===== src/rtl/adc_map_pkg.sv =====
package adc_map_pkg;
  typedef enum logic [1:0] {
    RES_NARROW = 2'd0,
    RES_NATIVE = 2'd1,
    RES_WIDE2  = 2'd2,
    RES_WIDE4  = 2'd3
  } res_e;

  typedef enum logic [1:0] {
    LM_DUAL   = 2'd0,
    LM_SINGLE = 2'd1,
    LM_SHARED = 2'd2,
    LM_PAR    = 2'd3
  } lane_mode_e;
endpackage


===== src/rtl/adc_map_fmt.sv =====
module adc_map_fmt
  import adc_map_pkg::*;
#(
  parameter int SMP_W  = 16,
  parameter int WORD_W = SMP_W + 4
) (
  input  logic [SMP_W-1:0]  smp_i,
  input  res_e              res_i,
  output logic [WORD_W-1:0] word_o
);
  logic [7:0]        keep;
  logic [WORD_W-1:0] full;
  logic [WORD_W-1:0] mask;

  // left-aligned container, keep the top 'keep' bits
  always_comb begin
    keep   = 8'(SMP_W - 2 + 2 * int'(res_i));
    full   = {smp_i, {(WORD_W - SMP_W){1'b0}}};
    mask   = ~({WORD_W{1'b1}} >> keep);
    word_o = full & mask;
  end
endmodule


===== src/rtl/adc_map_ctrl.sv =====
module adc_map_ctrl
  import adc_map_pkg::*;
#(
  parameter int SMP_W = 16,
  parameter int CNT_W = $clog2(2 * (SMP_W + 4) + 1)
) (
  input  logic             clk_i,
  input  logic             rst_ni,
  input  logic             bit_en_i,
  input  lane_mode_e       mode_i,
  input  res_e             res_i,
  input  logic             src_i,
  output lane_mode_e       mode_o,
  output res_e             res_o,
  output logic             src_o,
  output lane_mode_e       cur_mode_o,
  output logic             load_o,
  output logic             mid_o,
  output logic             swap_o,
  output logic [CNT_W-1:0] half_o,
  output logic             take_o,
  output logic             fclk_o,
  output logic             dclk_o
);
  lane_mode_e       mode_q;
  res_e             res_q;
  logic             src_q;
  logic [CNT_W-1:0] cnt_q;
  logic             fclk_q, dclk_q;

  logic             start_c;
  res_e             res_in_c;
  lane_mode_e       mode_c;
  res_e             res_c;
  logic [CNT_W-1:0] bits_c, half_c, len_c, hi_c, cnt_nx_c;

  always_comb begin
    start_c  = (cnt_q == '0);
    res_in_c = res_i;
    if (mode_i == LM_PAR && res_i > RES_NATIVE) res_in_c = RES_NATIVE;
    // frame start uses the live settings, otherwise the latched ones
    mode_c = start_c ? mode_i : mode_q;
    res_c  = start_c ? res_in_c : res_q;
    bits_c = CNT_W'(SMP_W - 2 + 2 * int'(res_c));
    half_c = bits_c >> 1;
    case (mode_c)
      LM_DUAL, LM_SINGLE: begin len_c = bits_c;      hi_c = half_c; end
      LM_SHARED:          begin len_c = bits_c << 1; hi_c = bits_c; end
      default:            begin len_c = CNT_W'(2);   hi_c = CNT_W'(1); end
    endcase
    cnt_nx_c = (cnt_q + 1'b1 == len_c) ? '0 : cnt_q + 1'b1;
  end

  assign mode_o     = mode_c;
  assign res_o      = res_c;
  assign src_o      = start_c ? src_i : src_q;
  assign cur_mode_o = mode_q;
  assign load_o     = start_c;
  assign mid_o      = !start_c && mode_c == LM_DUAL && cnt_q == half_c;
  assign swap_o     = !start_c && mode_c == LM_SHARED && cnt_q == bits_c;
  assign half_o     = half_c;
  assign take_o     = bit_en_i && (start_c || mid_o);
  assign fclk_o     = fclk_q;
  assign dclk_o     = dclk_q;

  always_ff @(posedge clk_i or negedge rst_ni) begin
    if (!rst_ni) begin
      mode_q <= LM_SINGLE;
      res_q  <= RES_NATIVE;
      src_q  <= 1'b0;
      cnt_q  <= '0;
      fclk_q <= 1'b0;
      dclk_q <= 1'b0;
    end else if (bit_en_i) begin
      if (start_c) begin
        mode_q <= mode_i;
        res_q  <= res_in_c;
        src_q  <= src_i;
      end
      cnt_q  <= cnt_nx_c;
      fclk_q <= (cnt_q < hi_c);
      dclk_q <= ~cnt_q[0];
    end
  end

  p_cfg_hold_r6: assert property (@(posedge clk_i) disable iff (!rst_ni)
    bit_en_i && cnt_q != '0 |=> mode_q == $past(mode_q) && res_q == $past(res_q)
                                && src_q == $past(src_q));

  p_par_clamp_r3: assert property (@(posedge clk_i) disable iff (!rst_ni)
    mode_q == LM_PAR |-> (res_q == RES_NARROW || res_q == RES_NATIVE));

  p_dclk_alt_r5: assert property (@(posedge clk_i) disable iff (!rst_ni)
    bit_en_i |=> dclk_o != $past(dclk_o));
endmodule


===== src/rtl/adc_map_lanes.sv =====
module adc_map_lanes
  import adc_map_pkg::*;
#(
  parameter int SMP_W  = 16,
  parameter int WORD_W = SMP_W + 4,
  parameter int CNT_W  = $clog2(2 * WORD_W + 1)
) (
  input  logic              clk_i,
  input  logic              rst_ni,
  input  logic              bit_en_i,
  input  logic              load_i,
  input  logic              mid_i,
  input  logic              swap_i,
  input  lane_mode_e        mode_i,
  input  res_e              res_i,
  input  logic [CNT_W-1:0]  half_i,
  input  logic [WORD_W-1:0] word0_i,
  input  logic [WORD_W-1:0] word1_i,
  output logic              d0_o,
  output logic              d1_o,
  output logic [SMP_W-1:0]  par_o
);
  logic [WORD_W-1:0] sh0_q, sh1_q, hold_q;
  logic [SMP_W-1:0]  par_q;

  always_ff @(posedge clk_i or negedge rst_ni) begin
    if (!rst_ni) begin
      sh0_q  <= '0;
      sh1_q  <= '0;
      hold_q <= '0;
      par_q  <= '0;
    end else if (bit_en_i) begin
      if (load_i || mid_i) begin
        case (mode_i)
          LM_DUAL: begin
            sh0_q <= word0_i;
            sh1_q <= word0_i << half_i;  // lower half rides lane 1
          end
          LM_SINGLE: begin
            sh0_q <= word0_i;
            sh1_q <= '0;
          end
          LM_SHARED: begin
            sh0_q  <= word0_i;
            sh1_q  <= '0;
            hold_q <= word1_i;
          end
          default: begin
            sh0_q <= '0;
            sh1_q <= '0;
            par_q <= (res_i == RES_NARROW) ? {2'b00, word0_i[WORD_W-1 -: SMP_W-2]}
                                           : word0_i[WORD_W-1 -: SMP_W];
          end
        endcase
      end else if (swap_i) begin
        sh0_q <= hold_q;
        sh1_q <= sh1_q << 1;
      end else begin
        sh0_q <= sh0_q << 1;
        sh1_q <= sh1_q << 1;
      end
    end
  end

  assign d0_o  = sh0_q[WORD_W-1];
  assign d1_o  = sh1_q[WORD_W-1];
  assign par_o = par_q;

  p_hold_r9: assert property (@(posedge clk_i) disable iff (!rst_ni)
    !bit_en_i |=> $stable(d0_o) && $stable(d1_o) && $stable(par_o));
endmodule


===== src/rtl/adc_out_mapper.sv =====
module adc_out_mapper
  import adc_map_pkg::*;
#(
  parameter int SMP_W = 16,
  parameter int CNT_W = $clog2(2 * (SMP_W + 4) + 1)
) (
  input  logic             clk_i,
  input  logic             rst_ni,
  input  logic             bit_en_i,
  input  logic [SMP_W-1:0] raw0_i,
  input  logic [SMP_W-1:0] raw1_i,
  input  logic [SMP_W-1:0] flt0_i,
  input  logic [SMP_W-1:0] flt1_i,
  input  logic             src_sel_i,
  input  logic [1:0]       lane_mode_i,
  input  logic [1:0]       res_sel_i,
  output logic             take_o,
  output logic             fclk_o,
  output logic             dclk_o,
  output logic             d0_o,
  output logic             d1_o,
  output logic [SMP_W-1:0] par_o
);
  localparam int WORD_W = SMP_W + 4;
  localparam int N_CH   = 2;

  lane_mode_e       mode_c, cur_mode;
  res_e             res_c;
  logic             src_c, load_c, mid_c, swap_c;
  logic [CNT_W-1:0] half_c;
  logic [SMP_W-1:0]  raw_a [N_CH];
  logic [SMP_W-1:0]  flt_a [N_CH];
  logic [WORD_W-1:0] word_a [N_CH];

  assign raw_a[0] = raw0_i;
  assign raw_a[1] = raw1_i;
  assign flt_a[0] = flt0_i;
  assign flt_a[1] = flt1_i;

  adc_map_ctrl #(.SMP_W(SMP_W), .CNT_W(CNT_W)) u_ctrl (
    .clk_i      (clk_i),
    .rst_ni     (rst_ni),
    .bit_en_i   (bit_en_i),
    .mode_i     (lane_mode_e'(lane_mode_i)),
    .res_i      (res_e'(res_sel_i)),
    .src_i      (src_sel_i),
    .mode_o     (mode_c),
    .res_o      (res_c),
    .src_o      (src_c),
    .cur_mode_o (cur_mode),
    .load_o     (load_c),
    .mid_o      (mid_c),
    .swap_o     (swap_c),
    .half_o     (half_c),
    .take_o     (take_o),
    .fclk_o     (fclk_o),
    .dclk_o     (dclk_o)
  );

  for (genvar c = 0; c < N_CH; c++) begin : g_ch
    logic [SMP_W-1:0] smp;
    assign smp = src_c ? flt_a[c] : raw_a[c];
    adc_map_fmt #(.SMP_W(SMP_W), .WORD_W(WORD_W)) u_fmt (
      .smp_i  (smp),
      .res_i  (res_c),
      .word_o (word_a[c])
    );
  end

  adc_map_lanes #(.SMP_W(SMP_W), .WORD_W(WORD_W), .CNT_W(CNT_W)) u_lanes (
    .clk_i    (clk_i),
    .rst_ni   (rst_ni),
    .bit_en_i (bit_en_i),
    .load_i   (load_c),
    .mid_i    (mid_c),
    .swap_i   (swap_c),
    .mode_i   (mode_c),
    .res_i    (res_c),
    .half_i   (half_c),
    .word0_i  (word_a[0]),
    .word1_i  (word_a[1]),
    .d0_o     (d0_o),
    .d1_o     (d1_o),
    .par_o    (par_o)
  );

  p_d1_quiet_r2: assert property (@(posedge clk_i) disable iff (!rst_ni)
    cur_mode != LM_DUAL |-> !d1_o);
endmodule


===== config.mk =====
export PLATFORM = sky130hd
export DESIGN_NAME = adc_out_mapper
export DESIGN_NICKNAME = d
export VERILOG_FILES = /design/src/rtl/adc_map_pkg.sv /design/src/rtl/adc_map_fmt.sv /design/src/rtl/adc_map_ctrl.sv /design/src/rtl/adc_map_lanes.sv /design/src/rtl/adc_out_mapper.sv
export SDC_FILE = /design/constraint.sdc
export NUM_CORES = 1
export LEC_CHECK = 0
export ABC_AREA = 1
export BUFFER_PORTS_ARGS = -buffer_cell sky130_fd_sc_hd__buf_4
export CORE_ASPECT_RATIO = 1.25
export CORE_MARGIN = 2
export CORE_UTILIZATION = 59
export DETAILED_ROUTE_END_ITERATION = 12
export GPL_TIMING_DRIVEN = 1
export PLACE_DENSITY_LB_ADDON = 0.15
export SKIP_LAST_GASP = 1
export SYNTH_ARGS = -nofsm -noshare
export SYNTH_HDL_FRONTEND = slang
export SYNTH_HIERARCHICAL = 1
export SYNTH_SLANG_ARGS = --single-unit

===== constraint.sdc =====
create_clock -name clk_i -period 3.05 [get_ports clk_i]
set_input_delay 0.1525 -clock clk_i [delete_from_list [all_inputs] [get_ports clk_i]]
set_output_delay 0.1525 -clock clk_i [all_outputs]
set_load 0.05 [all_outputs]

[After elaboration in Yosys (flattened, before gate mapping)]
Index checks and enable logic that the tools add are counted.
Word-level totals
  flip-flop bits (word level): 89
  bits in latches: 0
  RAM bits: 0
  memory bits (read-only): 0
  output and inout port bits: 21
  memories: 0
Operators by class
  $add $sub $neg: 2
  multipliers: 0
  div/mod/pow operators: 0
  magnitude comparators: 2
  equality and inequality tests: 6
  shift operators: 2
  mux-type cells: 15
  bitwise operators: 5
  reduce and logical (&&, ||, !) cells: 15
Operators with widths (count)
  $mux 20: 5
  $mux 16: 3
  $and 20x20->20: 2
  $pmux 6 s2: 2
  $not 20->20: 1
  $shl 20x4->20: 1
  $shr 20x8->20 const A: 1
  $eq 6x6->1: 2
  $add 6x1->6 const B: 1
  $eq 6x5->1: 1
  $logic_and 1x1->1: 6
  $logic_not 6->1: 1
  $lt 6x6->1: 1
  $mux 2: 3
  $mux 6: 1
  $reduce_and 3->1: 2
  $add 4x3->5 const A: 1
  $eq 2x2->1 const B: 2
  $logic_not 2->1: 2
  $reduce_or 3->1: 1
  $eq 2x1->1 const B: 1
  $gt 2x1->1 const B: 1
  $not 1->1: 2
  $reduce_or 2->1: 1
  other kinds (3): 3

[Depth between registers and ports, before layout]
Gate-level depths: netlist of the first run.
  depth in word-level cells: 11
  depth in mapped cells: 22

[Cells and area by module]
Netlist of the first run, hierarchy kept.
By module, submodules not included
  adc_map_lanes: times used 1, cells each 603, area each 4375.4 µm², seq. area each 1901.8 µm²
  adc_map_ctrl: times used 1, cells each 196, area each 1286.2 µm², seq. area each 327.8 µm²
  adc_out_mapper: times used 1, cells each 104, area each 491.7 µm², seq. area each 0.0 µm²
  adc_map_fmt: times used 2, cells each 24, area each 160.2 µm², seq. area each 0.0 µm²

[Worst setup path before layout of the first run]
Ideal clock, no wire load.
  kind: register -> register
  start point: register u_ctrl.cnt_q[0]
  end point: register u_lanes.hold_q[10]
  data arrival time: 2.600 ns
  required time: 2.926 ns
  setup slack: 0.326 ns
  stages on the path, launching flop included: 18
  buffers on the path: 2
  period minus slack after synthesis: 2.724 ns
  cells stage by stage: dfrtp_1 -> inv_1 -> ha_1 -> nand2_2 -> nor2_8 -> nand2_1 -> nand2_2 -> nand2_1 -> nand2_1 -> xor2_1 -> nand3b_1 -> inv_1 -> nor2_2 -> inv_1 -> nand4_1 -> buf_2 -> buf_2 -> a21oi_1
On the way
  longest elaborated chain between the ends: 7
RTL lines
  from (decl): line adc_map_ctrl.sv:28  | logic [CNT_W-1:0] cnt_q;
  from (signal assigned): line adc_map_ctrl.sv:80  | cnt_q <= cnt_nx_c;
  $logic_not 6->1: line adc_map_ctrl.sv:38  | start_c = (cnt_q == '0);
  named net load_c: line adc_out_mapper.sv:29  | logic src_c, load_c, mid_c, swap_c;
  $mux 2: line adc_map_ctrl.sv:43  | res_c = start_c ? res_in_c : res_q;
  named net res_c[1]: line adc_out_mapper.sv:28  | res_e res_c;
  $add 4x3->5: line adc_map_ctrl.sv:44  | bits_c = CNT_W'(SMP_W - 2 + 2 * int'(res_c));
  named net half_c[1]: line adc_out_mapper.sv:30  | logic [CNT_W-1:0] half_c;
  $eq 6x5->1: line adc_map_ctrl.sv:59  | assign mid_o = !start_c && mode_c == LM_DUAL && cnt_q == half_c;
  $logic_and 1x1->1: line adc_map_ctrl.sv:59
  named net mid_c: line adc_out_mapper.sv:29
  $logic_or 1x1->1: line adc_map_lanes.sv:33  | if (load_i || mid_i) begin
  $reduce_and 3->1 (no line)
  to (signal assigned): line adc_map_lanes.sv:46  | hold_q <= word1_i;
  to (decl): line adc_map_lanes.sv:23  | logic [WORD_W-1:0] sh0_q, sh1_q, hold_q;
The timed path passes the listed nets, and every way through them passes these cells.
A chain may end at the register's enable or synchronous reset.

[Final worst setup path of the first run]
  start point: register u_ctrl.cnt_q[5]
  end point: register u_lanes.sh1_q[12]
RTL lines
  $logic_not 6->1: line adc_map_ctrl.sv:38
  named net load_c: line adc_out_mapper.sv:29
  $mux 2: line adc_map_ctrl.sv:43
  named net res_c[0]: line adc_out_mapper.sv:28
  $add 4x3->5: line adc_map_ctrl.sv:44
  $eq 6x5->1: line adc_map_ctrl.sv:59
  $logic_and 1x1->1: line adc_map_ctrl.sv:59
  named net mid_c: line adc_out_mapper.sv:29
  $logic_or 1x1->1: line adc_map_lanes.sv:33
  $mux 20: line adc_map_lanes.sv:33
  to (signal assigned): line adc_map_lanes.sv:37  | sh1_q <= word0_i << half_i;
  to (signal assigned): line adc_map_lanes.sv:57  | sh1_q <= sh1_q << 1;
  to (signal assigned): line adc_map_lanes.sv:60  | sh1_q <= sh1_q << 1;
  to (decl): line adc_map_lanes.sv:23
The timed path passes the listed nets, and every way through them passes these cells.

==> flow_results.org, run 1 <==
** Timing
- For this run, the top clock speed supported by timing is 350 MHz.
- At the pin with the least slew margin, the transition time is roughly 720 ps.
- Number of hold-slack violations in the final timing report :: 0
- Final Skew :: 6.65 ps
- Dividing the final minimum period by the clock period gives between 90 and 100%.
- The worst pin sits at a relative slew slack of around 52%.
- Time the final worst path needs with I/O delays and setup :: 2850 ps
- Number of max-slew violations in the final report :: 0
- Setup repair after global routing left no endpoint under its margin.
- Endpoints failing setup :: 0
- In the final timing run, aggregate negative setup slack is 0 ps.

** Floorplanning
- The core region is 10,700 um2.
- Row generation in the floorplan step produced 42 rows.
- 93 I/O pins were placed.
- Die Y :: about 120 um
- From left edge to right edge, the die measures a little under 100 um.
- The initial utilization of the core area, before any placement, comes to slightly above 60%.
- The die covers 11,800 um2.

** Flow run
- Max-cap violations in this run came to 0.

** Drt
- After detailed routing, the number of remaining DRC violations is 0.
- After detailed routing, the average wire length per cell comes to 14.6 um.
- After detailed routing, the number of vias per cell comes to ~5.5.
- The routed layout has approximately 6,300 vias.
- Iteration-0 DRC Markers :: ~630
- For this block, the routed nets add up to ~17,000 um of wire.
- The detail route stage leaves a number of antenna-violating nets equal to 0.
- Before antenna repair, the detailed router went through 7 iterations.

** Outcome
- Status :: finished clean

** Synth
- In this run, synthesis produced a sequential element count of 89.
- Fraction of synthesized area in multiplexers :: less than 1%
- Of the total synthesized cell area, the portion taken by full adders, half adders and majority gates is around 1.2%.
- The synthesized netlist devotes 12.2% of its cell area to compound gates.
- Summing the areas of all xor and xnor instances in the mapped netlist gives 0.947% of the synthesized area.
- Each instance of the synthesized netlist takes up on average between 6 and 7 um2.
- Sequential cells were found to cover between 30 and 40% of the synthesized design area.
- Number of instances in the synthesized netlist :: around 950
- Summing the areas of all and, or, nand and nor instances in the mapped netlist gives 37.1% of the synthesized area.
- The mapped netlist covers approximately 6500 um2.
- By area, the combinational part of the netlist is dominated by simple AND/OR/NAND/NOR gates.
- The synthesized netlist contains 46 unique library cells.
- Yosys printed 6 warnings.

** CTS
- The longest clock path from root to sink contains 2 buffers.
- Total CTS buffers :: 9
- CTS built an H-tree with a depth of 3.
- The later pin in the worst-skew pair is clocked with a latency of around 340 ps.
- Clock-pin slew on the worst setup and hold paths :: around 60 ps
- Clock sinks :: between 80 and 90
- Root buffer cell :: clkbuf_16
- TritonCTS clock tree :: yes

** Critical path
- Crit Path Category :: reg -> reg
- STA puts the critical path data required time at approximately 3300 ps.
- Crit-path max FO :: 8
- Startpoint kind of the worst setup timing path :: flop
- The worst setup path is captured at a flop.
- Data arrives at the worst endpoint at between 3000 and 4000 ps.

** Global route
- Pin count of the biggest net entering global routing :: between 60 and 70
- Antenna violations before repair :: 0
- Global route overflow :: 0
- Global routing consumed, over all layers together, between 20% and 30% of the routing resources.
- First-pass GRT wire length :: 27,600 um
- Number of global-route vias before repair :: just under 6,000

** Placed design
- Routability-driven placement finished with a final weighted congestion of 0.963.
- Placed cell areas :: 6980 um2
- Total of buffers placed on input and output ports :: 92
- Summed over all nets, the half-perimeter wirelength after detailed placement is about 12,000 um.

** Pwr
- In this run, the clock network consumes approximately 12% of the power.
- Registers are responsible for approximately 20% of the overall power.
- Combinational group share of total power :: approximately two thirds
- Cell internal power was estimated by the tool at roughly 4600 uW.
- IR analysis of the VDD net gives a maximum drop of 828 uV.
- Switching part of the total power :: a little over half
- The analysis attributes to net switching a power of 5340 uW.
- For this design the static power due to leakage is approximately 0.0037 uW.
- Total power for the finished layout comes to 9970 uW.
- PwrDens :: 1350 nW/um2

** Final layout
- Final antenna diode count :: 0
- Signed area change from the synthesized netlist to the final layout :: 14.1%
- Post-route standard cell area excluding fillers :: 7390 um2
- The net count of the finished layout is about 1,100.
- Share of post-route cells with drive strength above 1 :: about a fifth

** Worst hold path
- The worst hold path belongs to the class in -> reg.
[critical path: stages (launching register included)]
cell      delay [ps]
dfrtp_1          470
nor2_4           220
inv_2             90
nor2_8           170
nand2_2           80
nand2_4          120
nor2_1            50
nor3_1           210
nand2_1           80
inv_1             60
nand3b_1          90
inv_1             80
nor2_2            70
nor3_4           270
nand2_4          160
nor2_8           190
nand3_1          130
nand3_1           90
o21ai_0           80
inv_1             70
[what timing repair did]
action                                 CTS  global route
resized for setup                        0             6
setup endpoints to repair                0            34
endpoints found under the hold margin   54             0
hold buffers                             1             0
setup buffers                            0             4
[worst paths after layout]
check	startpoint	end	slack, ps	depth (start not counted)
worst max register to register	u_ctrl/cnt_q[5]$_DFFE_PN0P_	u_lanes/sh1_q[12]$_DFFE_PN0P_	200	19
worst min-delay path	bit_en_i	u_ctrl/cnt_q[0]$_DFFE_PN0P_	20	2
min in group asynchronous	rst_ni	u_lanes/hold_q[13]$_DFFE_PN0P_	400	2
worst min register to register	u_ctrl/fclk_o$_DFFE_PN0P_	u_ctrl/fclk_o$_DFFE_PN0P_	490	2
max in group asynchronous	rst_ni	u_ctrl/res_q[0]$_DFFE_PN1P_	1850	3
worst max-delay path	u_ctrl/cnt_q[5]$_DFFE_PN0P_	u_lanes/sh1_q[12]$_DFFE_PN0P_	200	19
[final cells by class]
type	count	area [um2]
tap	132	165
clock buffer	12	246
timing repair buffer	124	962
multi-input combinational	704	3410
sequential	89	2230
fill	944	3280
clock inverter	4	76.3
timing repair inverter	1	7.51
inverter	74	289
[stage by stage]
stage / std cells / utilization, % / hold slack, ps / setup WS, ps
detailed placement: 1117 / 65.5 / 252 / 136
global route: 1140 / 69.2 / 31.5 / 5.09
finish: 1140 / 69.2 / 24.5 / 196
CTS: 1134 / 68.6 / 19.7 / 103
floorplan: 958 / - / -143 / 326
global placement: 1117 / 65.5 / 254 / 207
[power groups by stage]
stage	sequential, uW	combinational, uW	clock, uW
6_report	1980	6780	1200
4_1_cts	1980	6570	1220
2_1_floorplan	2390	4990	0
3_5_place_dp	1990	6540	0
5_1_grt	2040	7490	1270
3_3_place_gp	1970	6480	0
[sequential cells by signal (all words and copies together) (netlist names)]
signal	cells
u_ctrl/src_q	1
u_lanes/hold_q	20
u_lanes/par_o	16
u_ctrl/fclk_o	1
u_lanes/sh1_q	20
u_lanes/sh0_q	20
u_ctrl/dclk_o	1
u_ctrl/cnt_q	6
u_ctrl/cur_mode_o	2
u_ctrl/res_q	2
[synth_stat cells (all sizes together)]
master	number	area [um2]
dfrtp	87	2180
o21ai	22	110
nand4	7	43.8
and2	1	6.26
buf	69	492
xor2	6	52.6
a31oi	37	231
nand3b	2	15.0
nor2	104	460
ha	6	75.1
mux2	1	11.3
xnor2	1	8.76
a21oi	51	255
nand2	315	1260
a22oi	2	15.0
dfstp	2	52.6
or2	2	15.0
o211ai	20	150
clkbuf	23	116
clkinv	1	3.75
inv	73	282
a2111oi	1	8.76
a2111o	1	11.3
o31ai	1	7.51
conb	3	11.3
nor3	4	36.3
nand3	109	568
[cell usage in the layout (no fill, tap or decap), types with 4 or more instances in the layout]
cell type / count
nand2_1: 293
buf_4: 120
nand3_1: 106
nor2_1: 95
dfrtp_1: 87
inv_1: 68
a21oi_1: 51
a31oi_1: 37
o211ai_1: 20
o21ai_0: 19
nand2_2: 18
conb_1: 10
clkbuf_16: 9
nand4_1: 7
xor2_1: 6
nor2_4: 5
ha_1: 5
nand2_4: 4
[per-layer routing]
| layer | vias up | wire length (um) | share of wire [%] | track usage, % |
|---|---|---|---|---|
| li1 | 3133 | - | - | - |
| met1 | 2918 | 6900 | 42 | 36.6 |
| met2 | 228 | 8310 | 50 | 48.8 |
| met3 | 35 | 1010 | 6.1 | 4.84 |
| met4 | 0 | 404 | 2.4 | 9.55 |
| met5 | - | 0 | 0 | 0 |
[logic make-up after synthesis]
| group | count (synthesis) |
|---|---|
| xor gates and xnor gates | 7 |
| DFF | 89 |
| AOI/OAI and AO/OA | 135 |
| muxes | 1 |
| other | 3 |
| and+or+nand+nor | 544 |
| buffers and inverters | 166 |
| adders and majority gates | 6 |
No activity file was read; power rests on OpenSTA's default activity.
==> run 2, diff against run 1 <==
Settings changed: BUFFER_PORTS_ARGS -buffer_cell sky130_fd_sc_hd__buf_4 to not set, CORE_UTILIZATION 59 to 60, DONT_BUFFER_PORTS set to 1.
==> flow_results.org, run 2 (synthesized netlist as in run 1, its figures left out) <==
** Outcome
- Status :: finished clean (unchanged)

** CTS
- # H-tree levels :: 3 (unchanged)
- The number of buffers created by CTS came to 9 (unchanged).
- Insertion delay of the later-clocked pin in the worst-skew pair :: 350 ps (was 340 ps)
- Clock-pin slew on the worst setup and hold paths :: 70 ps (was 60 ps)
- The clock sink count is 89 (unchanged).
- The clock root buffer is clkbuf_16 (unchanged).
- The TritonCTS clock tree was yes (unchanged).
- The maximum buffer depth of the clock tree is 2 (unchanged).

** Critical path
- The largest delay contributor family on the critical path is simple AND/OR/NAND/NOR gates (unchanged).
- Type of element capturing the critical path :: flop (unchanged)
- The data arrival at the endpoint of the critical path came to 3100 ps (was 3130 ps).
- The count of buffering cells on the critical path with inverters included came to 2 (was 4).
- The slowest cell on the critical path is nor3_4 (was dfrtp_1).
- R2r worst-path depth :: 14 (was 19)
- Reg-to-reg setup timing slack :: 110 ps (was 200 ps)
- Startpoint kind of the worst setup timing path :: flop (unchanged)
- The category of the critical setup timing path was reg -> reg (unchanged).
- The biggest fanout along the worst timing path came to 32 (was 8).
- The data required time at the worst endpoint was 3210 ps (was 3330 ps).
- Crit path cell chain: inv_1, ha_4, nand2_2, nor2_8, nand2_1, nand2_4, nand2_1, nand2_1, xor2_1, nand3b_1, inv_1, nor2_2, nor3_4, a31oi_1 (was nor2_4, inv_2, nor2_8, nand2_2, nand2_4, nor2_1, nor3_1, nand2_1, inv_1, nand3b_1, inv_1, nor2_2, nor3_4, nand2_4, nor2_8, nand3_1, nand3_1, o21ai_0, inv_1).
- Worst reg2reg endpoint :: u_lanes/par_o[12]$_DFFE_PN0P_ (was u_lanes/sh1_q[12]$_DFFE_PN0P_)
- The worst flop-to-flop path startpoint is u_ctrl/cnt_q[0]$_DFFE_PN0P_ (was u_ctrl/cnt_q[5]$_DFFE_PN0P_).
- The most frequent cell on the critical path was nand2_1 (was inv_1).
- The maximum single-stage delay on the critical path was 800 ps (was 470 ps).

** Floorplanning
- The row count is 42 (unchanged).
- The top-level I/O count came to 93 (unchanged).
- Chip Width :: 96.9 um (was 97.7 um)
- Total Die Area :: 11,600 um2 (was 11,800 um2)
- The overall die height is 120 um (was 121 um).
- Floorplan Core Area :: 10,600 um2 (was 10,700 um2)
- The starting density of the core came to 61.3% (was 60.7%).

** Timing
- Endpoints failing setup :: 0 (unchanged)
- The clock skew after layout is 5.16 ps (was 6.65 ps).
- Number of max-slew violations in the final report :: 0 (unchanged)
- The minimum setup slack in the final design came to 112 ps (was 196 ps).
- Transition at the pin with the smallest max-transition slack :: 1070 ps (was 722 ps)
- The number of failing hold endpoints at the final stage was 0 (unchanged).
- The worst hold margin came to 61.4 ps (was 24.5 ps).
- Final period util :: 96.3% (was 93.6%)
- The fmax came to 340 MHz (was 350 MHz).
- Setup repair after global routing missed its margin :: yes (was no)
- The time the worst path needs with I/O delays and setup came to 2940 ps (was 2850 ps).
- The headroom to the max-slew limit came to 28.7% (was 51.8%).

** Drt
- The number of iterations in the first detailed-routing pass is 6 (was 7).
- The DRC violation count after routing came to 0 (unchanged).
- Total via count after detailed routing :: 5,988 (was 6,314)
- Vias per Instance :: 5.71 (was 5.54)
- The wire length after detailed routing is 16,500 um (was 16,600 um).
- The detailed-route wire length per cell came to 15.8 um (was 14.6 um).
- Iteration-0 DRC Markers :: 414 (was 625)
- Detail Route Antenna Nets :: 0 (unchanged)

** Worst hold path
- The type of the most critical hold path was in -> reg (unchanged).
- Min-delay src :: raw1_i[3] (was bit_en_i)
- The cell depth of the worst min-delay path came to 4 (was 2).
- The end point of the most critical hold path was u_lanes/hold_q[7]$_DFFE_PN0P_ (was u_ctrl/cnt_q[0]$_DFFE_PN0P_).

** Global route
- The global routing usage summed across all routing layers was 28.4% (about the same).
- Antenna violations before repair :: 0 (unchanged)
- Global route overflow :: 0 (unchanged)
- Number of global-route vias before repair :: 5,698 (was 5,789)
- First-pass GRT wire length :: 26,800 um (was 27,600 um)
- The maximum number of pins on one net before global-route repair is 90 (was 62).

** Placed design
- The weighted congestion at the end of routability-driven global placement was 0.910 (was 0.963).
- Worst slack at placement :: 63.9 ps (was 136 ps)
- The placed wire-length estimate after detailed placement came to 11,600 um (was 11,800 um).
- Total of buffers placed on input and output ports :: 0 (was 92)

** Final layout
- The layout filler cell count is 966 (was 944).
- The share of post-route cells with drive strength above 1 was 10.6% (was 18.7%).
- Leading cell types in the layout, fill and taps excluded :: 292 x nand2_1, 106 x nand3_1, 95 x nor2_1 (was 293 x nand2_1, 120 x buf_4, 106 x nand3_1)
- The count of nets after finishing was 989 (was 1,081).
- The leading cell type in the layout, fill and taps excluded is nand2_1 (unchanged).
- Final antenna diode count :: 0 (unchanged)
- Biggest registers after layout :: u_lanes/hold_q: 20 flops, u_lanes/sh0_q: 20 flops, u_lanes/sh1_q: 20 flops (unchanged)
- The relative area change from synthesis to final layout was 4.50% (was 14.1%).

** Flow run
- The number of max-cap violations was 0 (unchanged).
[run 2: cell count changes in the layout (fill, tap and decap cells not counted), sizes merged]
cell         before  now
inv              72   74
buf             123   30
dlygate4sd3       1    2
clkbuf           12    9
clkinvlp          3    2
clkinv            2    4
[run 2: final cells by class]
cell class	count	area, um2	area share (%)
timing repair inverter	1	7.51	0.111
clock inverter	7	103	1.52
sequential	89	2230	33.0
tap	132	165	2.44
clock buffer	9	225	3.33
timing repair buffer	32	323	4.77
inverter	74	289	4.27
multi-input combinational	704	3420	50.6
[run 2: worst max-delay path by stage]
| stage | startpoint | to | slack [ps] | cells after the start |
|---|---|---|---|---|
| 2_1_floorplan | u_ctrl/cnt_q[0]$_DFFE_PN0P_ | u_lanes/hold_q[10]$_DFFE_PN0P_ | 330 | 17 |
| 3_3_place_gp | u_ctrl/cnt_q[0]$_DFFE_PN0P_ | u_lanes/par_o[8]$_DFFE_PN0P_ | 210 | 14 |
| 3_5_place_dp | u_ctrl/cnt_q[0]$_DFFE_PN0P_ | u_lanes/par_o[15]$_DFFE_PN0P_ | 60 | 15 |
| 4_1_cts | u_ctrl/cnt_q[0]$_DFFE_PN0P_ | u_lanes/par_o[15]$_DFFE_PN0P_ | 40 | 15 |
| 5_1_grt | u_ctrl/cnt_q[0]$_DFFE_PN0P_ | u_lanes/par_o[0]$_DFFE_PN0P_ | -120 | 15 |
| 6_report | u_ctrl/cnt_q[0]$_DFFE_PN0P_ | u_lanes/par_o[12]$_DFFE_PN0P_ | 110 | 14 |
[run 2: routing by layer]
| metal | GRT usage, % | part of all wire (%) |
|---|---|---|
| met1 | 34.9 | 41 |
| met2 | 50.0 | 51 |
| met3 | 3.67 | 4.8 |
| met4 | 12.3 | 2.9 |
| met5 | 0 | 0 |
[run 2: worst register-to-register path, delay by kind of cell, from the launching register on]
| family | cells | cell delay [ps] |
|---|---|---|
| XOR/XNOR | 1 | 80 |
| flip-flops | 1 | 380 |
| buffers and inverters | 2 | 210 |
| adder cells (fa/ha/maj) | 1 | 180 |
| AND/OR/NAND/NOR | 9 | 1700 |
| AO/OA/AOI/OAI | 1 | 210 |
[run 2: per-stage QoR]
step                      cells  cell area, um2  util, %  setup TNS (ps)
after floorplan             958            6500        -               0
after global placement     1023            6300     59.6               0
after detailed placement   1023            6300     59.6               0
after CTS                  1043            6700     63.4               0
after global routing       1048            6770     64.0           -1440
final                      1048            6770     64.0               0
[run 2: repair_timing]
action / CTS / global route
hold buffers: 4 / 0
resized for setup: 0 / 6
setup endpoints to repair: 0 / 51
buffers inserted: 0 / 3
hold endpoints to repair: 128 / 0
Power of run 2 is not shown: default switching activity piles up to over one toggle a cycle in this logic, so the estimate is an artifact.
==> run 3, diff against run 2 <==
Settings changed: PLACE_DENSITY_LB_ADDON 0.15 to 0.08.
==> flow_results.org, run 3 (synthesized netlist as in run 1, its figures left out) <==
** Placed design
- Weighted congestion at the end of routability-driven global placement :: 0.914 (was 0.910)
- The placed wire-length estimate after detailed placement is 12,600 um (was 11,600 um).
- The number of port buffers is 0 (unchanged).

** Final layout
- Signed area change from the synthesized netlist to the final layout :: 7.71% (was 4.50%)
- Final antenna diode count :: 0 (unchanged)
- Commonest non-fill, non-tap cell in the layout :: nand2_1 (unchanged)
- The share of post-route cells with drive strength above 1 came to 12.0% (was 10.6%).
- The count of nets after finishing came to 1,013 (was 989).
- Biggest registers after layout: u_lanes/hold_q: 20 flops, u_lanes/sh0_q: 20 flops, u_lanes/sh1_q: 20 flops (unchanged).
- Leading cell types in the layout, fill and taps excluded: 293 x nand2_1, 106 x nand3_1, 93 x nor2_1 (was 292 x nand2_1, 106 x nand3_1, 95 x nor2_1).

** Flow run
- The number of max-cap violations came to 0 (unchanged).

** CTS
- The number of H-tree levels came to 3 (unchanged).
- The clock edge transition at the registers on the reported setup and hold paths was 60 ps (was 70 ps).
- Insertion delay of the later-clocked pin in the worst-skew pair :: 340 ps (was 350 ps)
- The maximum buffer depth of the clock tree came to 2 (unchanged).
- The number of buffers created by CTS is 9 (unchanged).
- Root buffer cell :: clkbuf_16 (unchanged)
- The clock sink count came to 89 (unchanged).
- TritonCTS clock tree :: yes (unchanged)

** Timing
- Setup repair after global routing missed its margin: no (was yes).
- The total negative slack for setup checks came to 0 ps (unchanged).
- The clock skew after layout is 4.35 ps (was 5.16 ps).
- Post-route worst hold slack :: 23.1 ps (was 61.4 ps)
- Endpoints failing setup :: 0 (unchanged)
- The time the worst path needs with I/O delays and setup was 2850 ps (was 2940 ps).
- The headroom to the max-slew limit is 50.4% (was 28.7%).
- Number of hold-slack violations in the final timing report :: 0 (unchanged)
- The fmax is 351 MHz (was 340 MHz).
- Transition at the pin with the smallest max-transition slack :: 743 ps (was 1070 ps)
- Final period util :: 93.4% (was 96.3%)
- Number of max-slew violations in the final report :: 0 (unchanged)

** Global route
- First-pass GRT wire length :: 28,500 um (was 26,800 um)
- Antenna violations before repair :: 0 (unchanged)
- Number of global-route vias before repair :: 5,860 (was 5,698)
- The maximum number of pins on one net before global-route repair is 90 (unchanged).
- Global route overflow :: 0 (unchanged)
- GRT Overall Usage :: 30.5% (was 28.4%)

** Worst hold path
- The end point of the most critical hold path is u_lanes/sh1_q[15]$_DFFE_PN0P_ (was u_lanes/hold_q[7]$_DFFE_PN0P_).
- Min-delay src :: bit_en_i (was raw1_i[3])
- Path class of the lowest-slack min-delay path :: in -> reg (unchanged)
- The cell depth of the worst min-delay path is 3 (was 4).

** Drt
- Detail Route Antenna Nets :: 0 (unchanged)
- Iteration-0 DRC Markers :: 591 (was 414)
- Wire length reported by the detailed router :: 17,700 um (was 16,500 um)
- Vias per Instance :: 5.76 (was 5.71)
- Post-route DRC :: 0 (unchanged)
- The detailed-route wire length per cell was 16.5 um (was 15.8 um).
- The number of iterations in the first detailed-routing pass came to 8 (was 6).
- The total number of vias came to 6,175 (was 5,988).

** Floorplanning
- Floorplan Core Area :: 10,600 um2 (unchanged)
- The top-level I/O count is 93 (unchanged).
- The row count is 42 (unchanged).
- The width of the die is 96.9 um (unchanged).
- The starting density of the core was 61.3% (unchanged).
- The full die area was 11,600 um2 (unchanged).
- The overall die height was 120 um (unchanged).

** Outcome
- Status: finished clean (unchanged).

** Critical path
- Crit path largest cell delay :: 410 ps (was 800 ps)
- Slowest cell on the critical path :: dfrtp_1 (was nor3_4)
- The biggest fanout along the worst timing path is 23 (was 32).
- Reg-to-reg setup timing slack :: 200 ps (was 110 ps)
- Crit path cell chain :: nor2_4, inv_2, nor2_8, buf_4, nand2_1, nand2_4, nand2_1, nand2_1, buf_4, clkinvlp_2, nand3_1, nand3_1, nand2_1, nand2_1, nand3_1, nand2_1, a21oi_1 (was inv_1, ha_4, nand2_2, nor2_8, nand2_1, nand2_4, nand2_1, nand2_1, xor2_1, nand3b_1, inv_1, nor2_2, nor3_4, a31oi_1)
- The number of cells on the worst reg-to-reg path is 17 (was 14).
- The worst flop-to-flop path startpoint is u_ctrl/cnt_q[4]$_DFFE_PN0P_ (was u_ctrl/cnt_q[0]$_DFFE_PN0P_).
- The capturing point of the worst reg2reg path is u_lanes/sh1_q[17]$_DFFE_PN0P_ (was u_lanes/par_o[12]$_DFFE_PN0P_).
- The most frequent cell on the critical path is nand2_1 (unchanged).
- The category of the critical setup timing path is reg -> reg (unchanged).
- Crit path DAT :: 3120 ps (was 3100 ps)
- Largest delay contributor family on the critical path :: simple AND/OR/NAND/NOR gates (unchanged)
- Required arrival time at the worst endpoint :: 3320 ps (was 3210 ps)
- The element type at the critical path end was a flop (unchanged).
- The type of element launching the critical path was a flop (unchanged).
- Count of buffering cells on the critical path with inverters included :: 4 (was 2)
run 3: worst reg2reg max path: stages, from the launching register on:
cell        delay, ps
dfrtp_1           410
nor2_4            230
inv_2             100
nor2_8            150
buf_4             160
nand2_1            90
nand2_4           110
nand2_1            80
nand2_1           120
buf_4             310
clkinvlp_2        310
nand3_1           200
nand3_1            90
nand2_1           140
nand2_1            60
nand3_1            70
nand2_1            50
a21oi_1           110
run 3: area by class of cell:
class	count	area, um2
Clock buffer	12	267
Timing Repair Buffer	55	504
Inverter	74	289
Tap cell	132	165
Timing Repair inverter	2	12.5
Sequential cell	89	2230
Multi-Input combinational cell	704	3430
Clock inverter	4	73.8
Fill cell	980	3590
run 3: worst max-delay path by stage:
stage | depth (start not counted) | start | endpoint
2_1_floorplan | 17 | u_ctrl/cnt_q[0]$_DFFE_PN0P_ | u_lanes/hold_q[10]$_DFFE_PN0P_
3_3_place_gp | 17 | u_ctrl/cnt_q[1]$_DFFE_PN0P_ | u_lanes/hold_q[0]$_DFFE_PN0P_
3_5_place_dp | 18 | u_ctrl/cnt_q[1]$_DFFE_PN0P_ | u_lanes/hold_q[16]$_DFFE_PN0P_
4_1_cts | 19 | u_ctrl/cnt_q[1]$_DFFE_PN0P_ | u_lanes/sh1_q[14]$_DFFE_PN0P_
5_1_grt | 20 | u_ctrl/cnt_q[4]$_DFFE_PN0P_ | u_lanes/sh1_q[14]$_DFFE_PN0P_
6_report | 17 | u_ctrl/cnt_q[4]$_DFFE_PN0P_ | u_lanes/sh1_q[17]$_DFFE_PN0P_
run 3: per-layer routing:
layer	share of wire, %	vias to the layer above	global-route usage, %
met5	0	-	0
met4	3.8	0	15.4
met3	5.4	50	5.36
met2	50	232	51.5
met1	41	2890	37.6
li1	-	3003	-
run 3: what timing repair did:
action	in CTS	in global routing
cloned	0	3
setup buffers	0	9
pin swaps	0	3
resized for setup	1	15
hold endpoints to repair	127	0
setup endpoints to repair	21	57
hold buffers	16	0
run 3: metrics by stage:
stage          std cells  util, %  setup slack [ps]  area (um2)
6_report            1072     66.0               202        6970
5_1_grt             1072     66.0              4.83        6970
4_1_cts             1060     64.7             -10.3        6840
3_5_place_dp        1028     59.7             -52.3        6300
3_3_place_gp        1028     59.7              94.0        6300
2_1_floorplan        958        -               326        6500
Power of run 3 is left out for the same reason.
